`src/rtl/bw_pkg.sv`:
```
// Package of shared types and elaboration-time helpers for the dual-precision
// Baugh-Wooley multiplier. Assumes operand indices count from zero at the LSB.
package bw_pkg;

    // Precision selected for the array.
    typedef enum logic {
        PREC_FULL = 1'b0,
        PREC_HALF = 1'b1
    } prec_e;

    // True when the partial product of a[row] and b[col] must enter the array
    // complemented for an operand width whose sign bit sits at index sgn.
    function automatic logic inv_term(input int row, input int col, input int sgn);
        return (row <= sgn) && (col <= sgn) && ((row == sgn) != (col == sgn));
    endfunction

endpackage

```
`src/rtl/bw_cell.sv`:
```
// One array cell: an AND gate forms a partial-product bit, optionally
// complemented for sign handling, and a full adder adds it to the incoming
// sum and carry. Purely combinational.
module bw_cell (
    input  logic a_bit,
    input  logic b_bit,
    input  logic flip,
    input  logic sum_in,
    input  logic carry_in,
    output logic sum_out,
    output logic carry_out
);
    logic pp;

    // Partial-product bit with Baugh-Wooley complement.
    assign pp        = (a_bit & b_bit) ^ flip;
    // Full-adder sum.
    assign sum_out   = pp ^ sum_in ^ carry_in;
    // Full-adder majority carry.
    assign carry_out = (pp & sum_in) | (pp & carry_in) | (sum_in & carry_in);

endmodule

```
`src/rtl/bw_array.sv`:
```
// Regular W x W array of bw_cell. Row j adds the partial products of b[j],
// shifted by j, into the running sum with a ripple carry along the row. The
// bit leaving the bottom of each row is product bit j. The complement pattern
// follows the selected precision: sign index W-1 in full mode, H-1 in half
// mode. The raw sum still lacks the Baugh-Wooley bias constants. The array
// assumes the caller zeroes operand bits above H-1 in half mode.
module bw_array #(
    parameter int W = 16,
    parameter int H = W / 2
) (
    input  logic [W-1:0]      a_in,
    input  logic [W-1:0]      b_in,
    input  bw_pkg::prec_e     prec,
    output logic [2*W-1:0]    raw
);
    import bw_pkg::*;

    logic [W-1:0] up [W];   // row sum bits
    logic [W-1:0] cy [W];   // row carry bits

    for (genvar j = 0; j < W; j++) begin : g_row
        for (genvar i = 0; i < W; i++) begin : g_col
            localparam logic INV_F = inv_term(i, j, W - 1);
            localparam logic INV_H = inv_term(i, j, H - 1);
            logic flip_c;
            logic s_in;
            logic c_in;

            // Complement select for this cell by precision.
            assign flip_c = (prec == PREC_HALF) ? INV_H : INV_F;

            // Sum input from the row above, shifted by one column.
            if (j == 0) begin : g_s0
                assign s_in = 1'b0;
            end else if (i == W - 1) begin : g_stop
                assign s_in = cy[j-1][W-1];
            end else begin : g_smid
                assign s_in = up[j-1][i+1];
            end

            // Ripple carry along the row.
            if (i == 0) begin : g_c0
                assign c_in = 1'b0;
            end else begin : g_cmid
                assign c_in = cy[j][i-1];
            end

            bw_cell u_cell (
                .a_bit    (a_in[i]),
                .b_bit    (b_in[j]),
                .flip     (flip_c),
                .sum_in   (s_in),
                .carry_in (c_in),
                .sum_out  (up[j][i]),
                .carry_out(cy[j][i])
            );
        end

        // Lowest bit of each row settles as a product bit.
        assign raw[j] = up[j][0];
    end

    // Top half from the last row and its carry-out.
    assign raw[2*W-1:W] = {cy[W-1][W-1], up[W-1][W-1:1]};

endmodule

```
`src/rtl/bw_finish.sv`:
```
// Final stage: adds the Baugh-Wooley bias ones (columns n and 2n-1) to the raw
// array sum and selects the output. In half mode only the low 2H bits go
// through a short bias adder, the full-width adder sees zeros, and the output
// multiplexers sign-extend the 2H-bit result. Assumes 2*H <= W.
module bw_finish #(
    parameter int W = 16,
    parameter int H = W / 2
) (
    input  logic [2*W-1:0]    raw,
    input  bw_pkg::prec_e     prec,
    output logic [2*W-1:0]    prod
);
    import bw_pkg::*;

    localparam int PW = 2 * W;
    localparam int PH = 2 * H;
    localparam logic [PW-1:0] ONE_F  = {{(PW-1){1'b0}}, 1'b1};
    localparam logic [PH-1:0] ONE_H  = {{(PH-1){1'b0}}, 1'b1};
    localparam logic [PW-1:0] BIAS_F = (ONE_F << W) | (ONE_F << (PW - 1));
    localparam logic [PH-1:0] BIAS_H = (ONE_H << H) | (ONE_H << (PH - 1));

    logic [PW-1:0] full_in;
    logic [PW-1:0] full_sum;
    logic [PH-1:0] half_sum;

    // Hold the wide adder quiet in half precision.
    assign full_in  = (prec == PREC_FULL) ? raw : '0;
    // Full-precision bias correction.
    assign full_sum = full_in + BIAS_F;
    // Half-precision bias correction on the low columns only.
    assign half_sum = raw[PH-1:0] + BIAS_H;

    // Output multiplexers: sign-extend the short result or pass the wide one.
    always_comb begin
        if (prec == PREC_HALF) begin
            prod = {{(PW-PH){half_sum[PH-1]}}, half_sum};
        end else begin
            prod = full_sum;
        end
    end

endmodule

```
`src/rtl/bw_dual_mult.sv`:
```
// Top of the dual-precision signed multiplier. Gates the operands to the
// selected precision, runs the Baugh-Wooley array and the bias/output stage,
// and optionally registers the product (synchronous active-low reset).
// Assumes H <= W/2 and operands presented as two's complement.
module bw_dual_mult #(
    parameter int W       = 16,
    parameter int H       = W / 2,
    parameter bit OUT_REG = 1'b1
) (
    input  logic             clk,
    input  logic             rst_n,
    input  logic [W-1:0]     op_a,
    input  logic [W-1:0]     op_b,
    input  logic             half_mode,
    output logic [2*W-1:0]   product
);
    import bw_pkg::*;

    prec_e          prec;
    logic [W-1:0]   a_arr;
    logic [W-1:0]   b_arr;
    logic [2*W-1:0] raw_sum;
    logic [2*W-1:0] prod_c;

    // Decode the precision select.
    assign prec  = half_mode ? PREC_HALF : PREC_FULL;
    // Force unused upper operand bits to zero in half precision.
    assign a_arr = (prec == PREC_HALF) ? {{(W-H){1'b0}}, op_a[H-1:0]} : op_a;
    assign b_arr = (prec == PREC_HALF) ? {{(W-H){1'b0}}, op_b[H-1:0]} : op_b;

    bw_array #(.W(W), .H(H)) u_array (
        .a_in (a_arr),
        .b_in (b_arr),
        .prec (prec),
        .raw  (raw_sum)
    );

    bw_finish #(.W(W), .H(H)) u_finish (
        .raw  (raw_sum),
        .prec (prec),
        .prod (prod_c)
    );

    if (OUT_REG) begin : g_reg
        // Output register with synchronous active-low reset.
        always_ff @(posedge clk) begin
            if (!rst_n) begin
                product <= '0;
            end else begin
                product <= prod_c;
            end
        end
    end else begin : g_comb
        assign product = prod_c;
    end

endmodule

```
`config.mk`:
```
export PLATFORM = sky130hd
export DESIGN_NAME = bw_dual_mult
export DESIGN_NICKNAME = d
export VERILOG_FILES = /design/src/rtl/bw_pkg.sv /design/src/rtl/bw_cell.sv /design/src/rtl/bw_array.sv /design/src/rtl/bw_finish.sv /design/src/rtl/bw_dual_mult.sv
export SDC_FILE = /design/constraint.sdc
export NUM_CORES = 1
export LEC_CHECK = 0
export BUFFER_PORTS_ARGS = -buffer_cell sky130_fd_sc_hd__buf_2
export CELL_PAD_IN_SITES_DETAIL_PLACEMENT = 1
export CELL_PAD_IN_SITES_GLOBAL_PLACEMENT = 1
export CORE_MARGIN = 5
export CORE_UTILIZATION = 54
export DETAILED_ROUTE_END_ITERATION = 6
export GPL_ROUTABILITY_DRIVEN = 0
export HOLD_SLACK_MARGIN = 0.08
export PLACE_DENSITY = 0.95
export RECOVER_POWER = 100
export SLEW_MARGIN = 15
export SYNTH_ARGS = -nofsm -noshare
export SYNTH_HDL_FRONTEND = slang
export SYNTH_SLANG_ARGS = --single-unit
```
`constraint.sdc`:
```
create_clock -name clk -period 37.4 [get_ports clk]
set_input_delay 5.61 -clock clk [delete_from_list [all_inputs] [get_ports clk]]
set_output_delay 5.61 -clock clk [all_outputs]
set_load 0.01 [all_outputs]
```
==> results of run 1 <==
## synth_stat cells, drive strengths merged
| cell type | n | area share |
|---|---|---|
| inv | 76 | 0.035 |
| a21boi | 1 | 0.00092 |
| clkbuf | 32 | 0.015 |
| nand4 | 6 | 0.0046 |
| a31oi | 1 | 0.00077 |
| and4 | 1 | 0.0011 |
| buf | 9 | 0.0049 |
| and2 | 182 | 0.14 |
| nand4bb | 1 | 0.0034 |
| mux2 | 1 | 0.0018 |
| ha | 18 | 0.028 |
| fa | 224 | 0.55 |
| nor4 | 2 | 0.0015 |
| nor2b | 17 | 0.013 |
| or4 | 2 | 0.0018 |
| nand3 | 6 | 0.0037 |
| nand2 | 67 | 0.031 |
| xor2 | 12 | 0.013 |
| mux2i | 1 | 0.0012 |
| and4bb | 1 | 0.0015 |
| or3 | 2 | 0.0015 |
| nand4b | 3 | 0.0032 |
| a21o | 5 | 0.0046 |
| nor2 | 8 | 0.0037 |
| o31ai | 1 | 0.00092 |
| nor3 | 5 | 0.0031 |
| o21ai | 13 | 0.0080 |
| o211ai | 1 | 0.0015 |
| nand2b | 2 | 0.0015 |
| and3 | 3 | 0.0023 |
| nor3b | 1 | 0.00092 |
| dfxtp | 32 | 0.079 |
| a21oi | 26 | 0.016 |
| xnor2 | 20 | 0.022 |
## worst paths after layout
path,startpoint,to,slack (ns),cells after the start
setup / recovery,op_b[1],product[30],10.52,61
hold / removal,op_a[0],product[0],5.76,2
## cell type report
| type | instances | area (um2) | share of cell area |
|---|---|---|---|
| multi-input cells | 633 | 7030 | 0.809 |
| flip-flops and latches | 32 | 641 | 0.0737 |
| repair buffers | 72 | 333 | 0.0383 |
| inverters | 76 | 285 | 0.0328 |
| well taps | 184 | 230 | 0.0265 |
| clock buffers | 5 | 125 | 0.0144 |
| clock inverters | 3 | 42.5 | 0.00489 |
## stage by stage
step,setup slack [ns],util,cell area [um2],hold slack (ns)
final,10.52,0.593,8690,5.76
after global routing,10.10,0.593,8690,5.77
after CTS,10.87,0.598,8750,5.76
after detailed placement,10.83,0.586,8590,6.01
after global placement,11.92,0.586,8590,6.00
after floorplan,12.26,-,8140,5.76
## per-layer routing
layer	wire length, um	share of wire
met5	13	0.00058
met2	12700	0.56
met4	1090	0.048
met3	819	0.036
met1	7890	0.35
## cells by family after synthesis
kind of cell / after synthesis / share of synthesized area
simple gates: 309 / 0.218
mux: 2 / 0.00307
xor+xnor: 32 / 0.0344
buf+inv: 117 / 0.0549
compound gates: 48 / 0.0327
flops: 32 / 0.0787
fa+ha+maj: 242 / 0.578
==> flow_metrics.py, run 1 <==
metrics = {
    "cts": {
        "cts-root-buf": "clkbuf_16",
        "cts_resized": 0,
        "cts_tree": "done",
        "postCtsSetupBuffers": 0,
        "ctsHoldBuffers": 0,
        "cts_made_buffers": 5,
        "clkSinkCount": 32,
        "htreeDepth": 2,
        "clock_path_buffers": 2,
        "clk_pin_slew_ns": 0.06,
    },
    "yosys": {
        "synth_area_um2": 8140,
        "netlist_instances": 782,
        "synth.avg_cell_area_um2": 10.4,
        "ys_ff_latch": 32,
        "synth.distinct_cells": 37,
        "yosysWarningCount": 0,
        "synth_nets": 1059,
        "seq_area_frac_synth": 0.0787,
    },
    "finish": {
        "final_nets": 1097,
        "syn2layout_area_growth_pct": 6.75,
        "diodes": 0,
        "top_regs": "product x32",
        "top_register": "product",
        "final_common_cell": "fa_1",
        "final_cell_mix": "fa_1 (224), and2_1 (176), inv_1 (76)",
        "stdcell_count": 1005,
        "drive_above_1_share": 0.0585,
        "largest_reg_flops": 32,
        "fill_cells": 1602,
    },
    "setup_path": {
        "crit_arrival_ns": 27.08,
        "cpMostUsedCell": "fa_1",
        "critPathSlowestCell": "fa_1",
        "critPathBufInv": 13,
        "crit_fanout": 16,
        "crit_family": "adder cells",
        "endpoint_kind": "flop",
        "cpPeakStageDelay_ns": 0.60,
        "worstPathRequired_ns": 37.60,
        "crit_type": "in -> reg",
        "cp-start-kind": "input pin",
    },
    "flow_run": {
        "maxCapViolCount": 0,
    },
    "place": {
        "portBuffers": 66,
        "dp.cells": 997,
        "dp_hpwl_um": 18600,
    },
    "sta": {
        "fin_crit_ns": 26.88,
        "hold_viol": 0,
        "setup_viol": 0,
        "rsz0062_at_grt": "false",
        "relSlewSlack": 0.317,
        "fin_crit_sh": 0.719,
        "fmax_ghz": 0.0372,
        "slew_viol_final": 0,
        "tightest_slew_ns": 1.02,
        "tns_ns": 0,
    },
    "floorplanning": {
        "dieHeight_um": 133,
        "io_pins": 67,
        "core_um2": 14600,
        "rows": 44,
        "fp.dieW_um": 133,
        "die_area_um2": 17600,
        "initial_core_util": 0.556,
    },
    "grt": {
        "grtUsageMet1": 0.292,
        "grt_pass1_wl_um": 36400,
        "use_met2": 0.501,
        "grt_usage": 0.263,
        "grt_max_degree": 46,
        "met3_usage": 0.0304,
        "overflow": 0,
        "antenna_found_initial": 1,
        "grt_pass1_vias": 6988,
        "top_usage_layer": "met2",
    },
    "outcome": {
        "outcome": "completed",
    },
    "detailed_routing": {
        "ant_nets": 0,
        "wire_per_inst_um": 22.4,
        "vias": 5790,
        "drc_errors": 0,
        "viasPerCell": 5.76,
        "dr.first_iter.drc_count": 310,
        "totalWireLength_um": 22500,
        "dr.pass1.iters": 5,
    },
    "hold_path": {
        "min_path_type": "in -> reg",
    },
}
Power of run 1 is left out: the tool's default activity adds up to more than one toggle a clock period on the data nets, which glitch-free logic cannot reach.
==> run 2, diff against run 1 <==
ABC_AREA = 1   (was unset)
CORE_UTILIZATION = 48   (was 54)
clock period = 26.9 ns   (was 37.4 ns; I/O delays follow)
==> flow_metrics.py, run 2 <==
metrics = {
    "cts": {
        "cts_tree": "done",
        "postCtsSetupBuffers": 0,
        "clkSinkCount": 32,
        "cts_made_buffers": 5,
        "clock_path_buffers": 2,
        "cts_resized": 0,
        "htreeDepth": 2,
        "cts-root-buf": "clkbuf_16",
        "ctsHoldBuffers": 0,
        "clk_pin_slew_ns": 0.05,
    },
    "sta": {
        "fin_crit_ns": 25.02,
        "hold_viol": 0,
        "fin_crit_sh": 0.930,
        "tns_ns": 0,
        "rsz0062_at_grt": "false",
        "fmax_ghz": 0.0400,
        "setup_viol": 0,
        "slew_viol_final": 0,
        "tightest_slew_ns": 0.907,
        "relSlewSlack": 0.395,
    },
    "grt": {
        "grt_pass1_wl_um": 39100,
        "grt_max_degree": 44,
        "grt_usage": 0.254,
        "overflow": 0,
        "grt_pass1_vias": 7791,
        "antenna_found_initial": 0,
    },
    "setup_path": {
        "cp-start-kind": "input pin",
        "crit_type": "in -> reg",
        "critPathSlowestCell": "clkbuf_1",
        "cpMostUsedCell": "fa_1",
        "crit_fanout": 16,
        "crit_arrival_ns": 25.22,
        "worstSetupStartpoint": "op_b[1]",
        "cpPeakStageDelay_ns": 0.59,
        "worstPathRequired_ns": 27.11,
        "endpoint_kind": "flop",
        "critPathCapture": "product[31]",
    },
    "flow_run": {
        "maxCapViolCount": 0,
    },
    "hold_path": {
        "holdPathStages": 3,
        "min_path_type": "in -> reg",
    },
    "yosys": {
        "synth.avg_cell_area_um2": 8.71,
        "yosysTopAreaCell": "fa_1",
        "synth_nets": 1208,
        "netlist_top_cells_count": "fa_1 (224), inv_1 (183), nor2_1 (177)",
        "netlist_instances": 931,
        "yosysWarningCount": 0,
        "synth.area.top_cells": "fa_1 (55%), inv_1 (8.5%), nor2_1 (8.2%), dfxtp_1 (7.9%), nand2_1 (6.5%)",
        "synth_area_um2": 8110,
        "synth.distinct_cells": 28,
        "synth_top_area_share": 0.553,
        "seq_area_frac_synth": 0.0790,
        "ys.flop_type": "dfxtp_1",
        "yosysMostFrequentCell": "fa_1",
        "synth_edf_count": 0,
        "ys_ff_latch": 32,
        "async_flop_share": 0,
    },
    "finish": {
        "drive_above_1_share": 0.0507,
        "diodes": 0,
        "largest_reg_flops": 32,
        "stdcell_count": 1186,
        "final_cell_mix": "fa_1 (224), inv_1 (183), nor2_1 (180)",
        "fill_cells": 2033,
        "top_register": "product",
        "syn2layout_area_growth_pct": 6.45,
        "final_nets": 1243,
        "top_regs": "product x32",
        "final_common_cell": "fa_1",
    },
    "floorplanning": {
        "initial_core_util": 0.489,
        "die_area_um2": 19600,
        "dieHeight_um": 140,
        "rows": 47,
        "core_um2": 16600,
        "io_pins": 67,
        "fp.dieW_um": 140,
    },
    "detailed_routing": {
        "totalWireLength_um": 23800,
        "ant_nets": 0,
        "wire_per_inst_um": 20.1,
        "viasPerCell": 5.44,
        "dr.first_iter.drc_count": 315,
        "dr.pass1.iters": 5,
        "drc_errors": 0,
        "vias": 6450,
    },
    "place": {
        "dp_hpwl_um": 20600,
        "dp.cells": 1179,
        "portBuffers": 66,
    },
    "outcome": {
        "outcome": "completed",
    },
}
## run 2: changes by cell type after synthesis, moves of 17 or more
cell     before  now
nor2b_1      17    0
nor2_1        8  177
inv_1        76  183
nand2_1      67  140
xnor2_1      20    1
and2_1      182    2
## run 2: how the worst min path moves through the flow
stage	from	to	slack, ns
5_1_grt	op_b[0]	product[0]	4.30
3_3_place_gp	product[5]	product[5]	4.43
6_report	op_b[0]	product[0]	4.26
4_1_cts	rst_n	product[6]	4.15
3_5_place_dp	product[21]	product[21]	4.43
2_1_floorplan	op_b[0]	product[0]	4.17
## run 2: worst max-delay path: cells and delay by family
kind / cells / cell delay (ns)
buf+inv: 6 / 0.98
compound gates: 1 / 0.16
simple gates: 8 / 0.74
fa+ha+maj: 44 / 19.28
## run 2: cell type report
class	count	area, um2	share of cell area
Multi-Input combinational cell	672	6560	0.760
Inverter	187	702	0.0813
Sequential cell	32	641	0.0742
Timing Repair Buffer	68	303	0.0351
Tap cell	220	275	0.0319
Clock buffer	7	153	0.0177
## run 2: logic make-up after synthesis
kind of cell	synth area share
AO/OA/AOI/OAI	0.0352
flip-flops	0.0790
adder cells (fa/ha/maj)	0.581
XOR/XNOR	0.0173
buffers and inverters	0.109
AND/OR/NAND/NOR	0.178
## run 2: layer usage
layer | vias to the layer above | wire length, um | track usage
li1 | 2762 | - | -
met1 | 3304 | 8320 | 0.265
met3 | 120 | 1000 | 0.0368
met4 | 0 | 1680 | 0.160
met5 | - | 0 | 0
met2 | 264 | 12800 | 0.475
## run 2: stage by stage
step                      utilization  hold slack (ns)  instance area [um2]  worst slack [ns]
after floorplan                     -             4.17                 8110              3.63
after global placement          0.515             4.43                 8540              3.25
after detailed placement        0.515             4.43                 8540              1.81
after CTS                       0.524             4.15                 8700              2.07
after global routing            0.520             4.30                 8630              1.26
final                           0.520             4.26                 8630              1.88
Power of run 2 is left out for the same reason.
